`src/rtl/pcint_pkg.sv`:
```
package pcint_pkg;
  localparam int unsigned NGRP   = 3;
  localparam int unsigned REG_W  = 8;
  localparam int unsigned ADDR_W = 4;

  // pins per group
  function automatic int unsigned grp_w(input int unsigned g);
    case (g)
      0:       return 8;
      1:       return 7;
      default: return 8;
    endcase
  endfunction

  // lowest pin index of a group
  function automatic int unsigned grp_lo(input int unsigned g);
    int unsigned s;
    s = 0;
    for (int unsigned i = 0; i < g; i++) s += grp_w(i);
    return s;
  endfunction

  localparam int unsigned NPIN = grp_lo(NGRP);

  // register map
  localparam int unsigned A_MASK0 = 0;
  localparam int unsigned A_EN    = NGRP;
  localparam int unsigned A_FLAG  = NGRP + 1;
endpackage

```
`src/rtl/pcint_sync.sv`:
```
module pcint_sync #(
  parameter int unsigned W = 8
) (
  input  logic         clk,
  input  logic         rst,
  input  logic [W-1:0] din,
  output logic [W-1:0] chg
);
  logic [W-1:0] s1_q, s2_q, prev_q;

  for (genvar i = 0; i < W; i++) begin : g_bit
    always_ff @(posedge clk) begin
      if (rst) begin
        s1_q[i]   <= 1'b0;
        s2_q[i]   <= 1'b0;
        prev_q[i] <= 1'b0;
      end else begin
        s1_q[i]   <= din[i];
        s2_q[i]   <= s1_q[i];
        prev_q[i] <= s2_q[i];
      end
    end
    assign chg[i] = s2_q[i] ^ prev_q[i];
  end

  // a reported change must be followed by the old value catching up
  p_chg_settle_r10: assert property (@(posedge clk) disable iff (rst)
    (chg != '0) |=> (prev_q == $past(s2_q)));
endmodule

```
`src/rtl/pcint_group.sv`:
```
module pcint_group #(
  parameter int unsigned W = 8
) (
  input  logic         clk,
  input  logic         rst,
  input  logic [W-1:0] chg,
  input  logic [W-1:0] mask,
  input  logic         grp_en,
  input  logic         ack,
  input  logic         sw_clr,
  output logic         flag
);
  logic hit;
  assign hit = grp_en & (|(chg & mask));

  always_ff @(posedge clk) begin
    if (rst)                flag <= 1'b0;
    else if (hit)           flag <= 1'b1;   // set has priority
    else if (ack || sw_clr) flag <= 1'b0;
  end

  p_set_r1: assert property (@(posedge clk) disable iff (rst)
    hit |=> flag);
  p_set_wins_r8: assert property (@(posedge clk) disable iff (rst)
    (hit && (ack || sw_clr)) |=> flag);
  p_ack_clear_r3: assert property (@(posedge clk) disable iff (rst)
    (ack && !hit) |=> !flag);
  p_no_spurious_r5: assert property (@(posedge clk) disable iff (rst)
    (!flag && !(grp_en && (chg & mask) != '0)) |=> !flag);
  p_hold_r4: assert property (@(posedge clk) disable iff (rst)
    (flag && !ack && !sw_clr) |=> flag);
endmodule

```
`src/rtl/pcint_regs.sv`:
```
module pcint_regs
  import pcint_pkg::*;
(
  input  logic              clk,
  input  logic              rst,
  input  logic [ADDR_W-1:0] addr,
  input  logic              we,
  input  logic [REG_W-1:0]  wdata,
  input  logic [NGRP-1:0]   flags,
  output logic [NPIN-1:0]   mask_q,
  output logic [NGRP-1:0]   en_q,
  output logic [NGRP-1:0]   sw_clr,
  output logic [REG_W-1:0]  rd_data
);
  logic [REG_W-1:0] mask_word [NGRP];
  logic [REG_W-1:0] rd_mux;

  for (genvar g = 0; g < NGRP; g++) begin : g_mask
    localparam int unsigned W  = grp_w(g);
    localparam int unsigned LO = grp_lo(g);
    always_ff @(posedge clk) begin
      if (rst)
        mask_q[LO +: W] <= '0;
      else if (we && addr == ADDR_W'(A_MASK0 + g))
        mask_q[LO +: W] <= wdata[W-1:0];
    end
    assign mask_word[g] = REG_W'(mask_q[LO +: W]);
  end

  always_ff @(posedge clk) begin
    if (rst)                            en_q <= '0;
    else if (we && addr == ADDR_W'(A_EN)) en_q <= wdata[NGRP-1:0];
  end

  assign sw_clr = (we && addr == ADDR_W'(A_FLAG)) ? wdata[NGRP-1:0] : '0;

  always_comb begin
    rd_mux = '0;
    for (int unsigned g = 0; g < NGRP; g++)
      if (addr == ADDR_W'(A_MASK0 + g)) rd_mux = mask_word[g];
    if (addr == ADDR_W'(A_EN))   rd_mux = REG_W'(en_q);
    if (addr == ADDR_W'(A_FLAG)) rd_mux = REG_W'(flags);
  end

  always_ff @(posedge clk) begin
    if (rst) rd_data <= '0;
    else     rd_data <= rd_mux;
  end

  p_reset_r7: assert property (@(posedge clk)
    rst |=> (mask_q == '0 && en_q == '0 && rd_data == '0));
  p_rsvd_zero_r6: assert property (@(posedge clk) disable iff (rst)
    ($past(addr) == ADDR_W'(A_MASK0 + 1)) |-> (rd_data[REG_W-1] == 1'b0));
  p_read_lat_r9: assert property (@(posedge clk) disable iff (rst)
    ($past(addr) == ADDR_W'(A_EN)) |-> (rd_data == REG_W'($past(en_q))));
endmodule

```
`src/rtl/pinchg_irq_ctrl.sv`:
```
module pinchg_irq_ctrl
  import pcint_pkg::*;
(
  input  logic              clk,
  input  logic              rst,
  input  logic [NPIN-1:0]   pins,
  input  logic              gie,
  input  logic [NGRP-1:0]   ack,
  input  logic [ADDR_W-1:0] addr,
  input  logic              we,
  input  logic [REG_W-1:0]  wdata,
  output logic [REG_W-1:0]  rd_data,
  output logic [NGRP-1:0]   irq
);
  logic [NPIN-1:0] chg;
  logic [NPIN-1:0] mask_q;
  logic [NGRP-1:0] en_q;
  logic [NGRP-1:0] sw_clr;
  logic [NGRP-1:0] flag;

  pcint_sync #(.W(NPIN)) u_sync (
    .clk (clk), .rst (rst), .din (pins), .chg (chg)
  );

  pcint_regs u_regs (
    .clk (clk), .rst (rst), .addr (addr), .we (we), .wdata (wdata),
    .flags (flag), .mask_q (mask_q), .en_q (en_q), .sw_clr (sw_clr),
    .rd_data (rd_data)
  );

  for (genvar g = 0; g < NGRP; g++) begin : g_grp
    localparam int unsigned W  = grp_w(g);
    localparam int unsigned LO = grp_lo(g);
    pcint_group #(.W(W)) u_grp (
      .clk    (clk),
      .rst    (rst),
      .chg    (chg[LO +: W]),
      .mask   (mask_q[LO +: W]),
      .grp_en (en_q[g]),
      .ack    (ack[g]),
      .sw_clr (sw_clr[g]),
      .flag   (flag[g])
    );

    p_irq_gate_r2: assert property (@(posedge clk) disable iff (rst)
      irq[g] |-> $past(gie && en_q[g] && flag[g]));
    p_irq_on_r2: assert property (@(posedge clk) disable iff (rst)
      (gie && en_q[g] && flag[g]) |=> irq[g]);
  end

  always_ff @(posedge clk) begin
    if (rst) irq <= '0;
    else     irq <= flag & en_q & {NGRP{gie}};
  end
endmodule

```
`config.mk`:
```
export PLATFORM = sky130hd
export DESIGN_NAME = pinchg_irq_ctrl
export DESIGN_NICKNAME = d
export VERILOG_FILES = /design/src/rtl/pcint_pkg.sv /design/src/rtl/pcint_sync.sv /design/src/rtl/pcint_group.sv /design/src/rtl/pcint_regs.sv /design/src/rtl/pinchg_irq_ctrl.sv
export SDC_FILE = /design/constraint.sdc
export NUM_CORES = 1
export LEC_CHECK = 0
export ABC_CLOCK_PERIOD_IN_PS = 3300
export BUFFER_PORTS_ARGS = -buffer_cell sky130_fd_sc_hd__buf_2
export CAP_MARGIN = 20
export CORE_ASPECT_RATIO = 1.25
export CORE_UTILIZATION = 60
export CTS_CLUSTER_SIZE = 40
export DETAILED_ROUTE_END_ITERATION = 6
export PLACE_DENSITY = 0.87
export SKIP_LAST_GASP = 1
export SLEW_MARGIN = 10
export SYNTH_ARGS = -nofsm -noshare
export SYNTH_HDL_FRONTEND = slang
export SYNTH_SLANG_ARGS = --single-unit
export TNS_END_PERCENT = 20
```
`constraint.sdc`:
```
create_clock -name clk -period 3.3 [get_ports clk]
set_input_delay 0.495 -clock clk [delete_from_list [all_inputs] [get_ports clk]]
set_output_delay 0.495 -clock clk [all_outputs]
set_load 0.05 [all_outputs]
```
==> metrics.md <==
| Metric | Value |
|---|---|
| Worst-Skew Late Latency | `about 360 ps` |
| GRT overflow | `0` |
| Crit path launch type | `primary input` |
| Number of global-route vias before repair | `around 2.5k` |
| H-tree Lvls | `3` |
| Yosys warns | `0` |
| Setup Viol. Count Final | `0` |
| Synthesis-stage register bit count | `around 110` |
| Hold WS | `between 300 and 400 ps` |
| # diodes | `0` |
| Cells after Synth | `363` |
| Hold Path Class | `in2reg` |
| First-pass GRT wire length | `11100 µm` |
| Setup TNS | `0 ps` |
| Crit path DAT | `between 1500 and 2000 ps` |
| Hold Buf Count CTS | `0` |
| Buf+Inv Stages, Crit Path | `2` |
| Fraction of layout cells with a size suffix above 1 | `between 10% and 20%` |
| Clock Sinks | `between 100 and 150` |
| Setup Fix Bufs, Post-CTS | `0` |
| Post-synth EDFFs | `0` |
| Flop2flop setup slack | `2020 ps` |
| Die area | `0.006623 mm²` |
| IO Pins | `53` |
| Layout area overhead | `13.08%` |
| CP max stage delay | `~310 ps` |
| Post-synth cell types | `30` |
| Maximum clock frequency | `~650 MHz` |
| Post-Syn Area per Cell | `around 10 µm²` |
| Wirelength per Cell | `roughly 14 µm` |
| Multi-input logic area | `between 0.0015 and 0.002 mm²` |
| Clock skew | `~12 ps` |
| DP HPWL | `4746 µm` |
| Layout net count | `between 400 and 500` |
| Synth area leader | `dfxtp_1` |
| Chip height | `~91 µm` |
| Post-synth top flop | `dfxtp_1` |
| Total GRT Usage | `about 22%` |
| Asr flop ratio synth | `0%` |
| Iteration-0 DRC Markers | `between 150 and 200` |
| Ranking of synthesized cells by area | `dfxtp_1 (58%), nor2b_1 (12%), mux2i_1 (5.8%), xor2_1 (5.3%), nor2_1 (4.1%)` |
| Crit-path cells | `buf_2, nor4b_1, buf_4, nand2_1, nand2_1, a21oi_1` |
| Max Slew Vio Count | `0` |
| # resized after CTS | `0` |
| Post-synth top area share | `57.73%` |
| Register area | `approximately 0.0022 mm²` |
| Chip Width | `between 70 and 80 µm` |
| Syn_nets | `approximately 400` |
| Clock buffer depth | `2` |
| Largest net degree at the start of global routing | `48` |
| Worst Setup End Kind | `flop` |
| Tightest Pin Transition | `~700 ps` |
| Max FO, Critical Path | `18` |
| Worst Path Required | `3520 ps` |
| Initial core utilization | `~64%` |
| Vias | `~2.6k` |
| VDD IR-drop max | `~400 µV` |
| CTS Buf Count | `9` |
| Clk root buf | `clkbuf_8` |
| CTS tree | `done` |
| ANT nets after route | `0` |
| Rows | `31` |
| Max_slew headroom | `between 50% and 60%` |
| Cell area after technology mapping | `between 0.003 and 0.004 mm²` |
| Fin crit share | `around 46%` |
| Via/cell ratio | `5.223` |
| Placeable Area | `0.005934 mm²` |
| Register area share after synthesis | `about 58%` |
| DR pass1 iterations | `4` |
| Power density over the cells | `between 500 and 600 mW/mm²` |
| CP top delay family | `simple AND/OR/NAND/NOR gates` |
| Count of max-cap constraint violations | `0` |
| Slowest CP cell | `nor4b_1` |
| Fillers | `between 400 and 500` |
| Top cell by count, worst path | `nand2_1` |
| Port Buf Inserts | `52` |
| Minimum clock period | `1534 ps` |
| GPL Wtd Cong | `approximately 0.86` |
| Clock slew seen by the registers of the worst setup and hold paths | `~100 ps` |
| Fin. Hold Viols | `0` |
| P_leak | `just under 0.002 µW` |
| CP Class | `in2reg` |
| Initial antenna violation count | `0` |
| RSZ-0062 raised after global routing | `false` |
| Residual DRC | `0` |
| DRT Wirelength | `6723 µm` |
| Status | `complete, no violations` |
[synthesized netlist by cell type (3+ instances only)]
library cell / n
nand3_1: 8
dfxtp_1: 109
nor2_1: 41
a2bb2oi_1: 3
a22oi_1: 10
a21oi_1: 12
nor3_1: 7
nor2b_1: 73
o32a_1: 3
and3_1: 3
xor2_1: 23
nand2_1: 12
mux2i_1: 22
clkbuf_1: 16
[layout by cell type (no fill, tap or decap)]
master | netlist | layout
a2111o_1 | 1 | 1
a21oi_1 | 12 | 12
a222oi_1 | 1 | 1
a22oi_1 | 10 | 10
a2bb2oi_1 | 3 | 3
a311oi_1 | 1 | 1
a31o_2 | 1 | 1
a32o_1 | 2 | 2
and3_1 | 3 | 3
and4_1 | 1 | 1
buf_2 | 1 | 52
buf_4 | 0 | 3
clkbuf_1 | 16 | 1
clkbuf_8 | 0 | 10
clkinv_4 | 0 | 2
clkinvlp_4 | 0 | 2
dfxtp_1 | 109 | 109
inv_1 | 2 | 2
inv_8 | 0 | 1
mux2i_1 | 22 | 22
nand2_1 | 12 | 12
nand2b_1 | 1 | 1
nand3_1 | 8 | 8
nand3_2 | 2 | 2
nand3b_1 | 1 | 1
nand4_1 | 2 | 2
nor2_1 | 41 | 41
nor2_2 | 1 | 1
nor2b_1 | 73 | 73
nor3_1 | 7 | 7
nor4b_1 | 2 | 2
o32a_1 | 3 | 3
or4b_4 | 1 | 1
xor2_1 | 23 | 23
[where the power goes]
part | total, µW | internal (µW) | switching, µW
registers | 1370 | 1350 | 16.8
clock network | 738 | 303 | 435
logic | 136 | 61.2 | 75.2
total | 2240 | 1720 | 527
[metrics by stage]
stage	power (µW)	instances	area [µm²]	setup WS (ps)	util, %
2_1_floorplan	1487	363	3780	1639	-
3_3_place_gp	1531	482	4089	1479	68.90
3_5_place_dp	1537	482	4089	1422	68.90
4_1_cts	2256	498	4274	1783	72.02
5_1_grt	2323	498	4274	1558	72.02
6_report	2245	498	4274	1766	72.02
[worst paths after layout]
path                                       from                   to  cells after the start
worst max-delay path                    addr[1]    u_regs.mask_q[22]                      6
worst max register to register   u_sync.s2_q[9]  g_grp[1].u_grp.flag                      4
worst min-delay path                    pins[3]       u_sync.s1_q[3]                      2
worst min register to register  u_sync.s1_q[11]      u_sync.s2_q[11]                      1
[final cells by class]
type	count	area share, %
flip-flops and latches	109	51.05
multi-input cells	234	35.42
repair buffers	55	6.616
clock buffers	11	3.308
well taps	82	2.400
clock inverters	5	1.025
inverters	2	0.1756
[state kept, by name, summed over array words and instances, names as in the netlist]
register	cells
u_sync.s1_q	23
u_sync.s2_q	23
u_regs.rd_data	8
irq	3
u_regs.mask_q	23
u_regs.en_q	3
u_sync.prev_q	23
g_grp.u_grp.flag	3
[kinds of logic after synthesis]
group | after synthesis | share of synthesized area [%]
buf+inv | 20 | 2.218
mux | 22 | 5.826
flops | 109 | 57.73
compound gates | 34 | 6.621
simple gates | 155 | 22.28
xor+xnor | 23 | 5.329
[layer usage]
layer / up-vias / global-route usage, % / routed length, µm
met4: 0 / 12.75 / 250
met1: 1202 / 25.81 / 2891
li1: 1300 / - / -
met2: 79 / 35.19 / 3218
met5: - / 0 / 0
met3: 20 / 6.696 / 363
No activity file was read; power rests on OpenSTA's default activity.
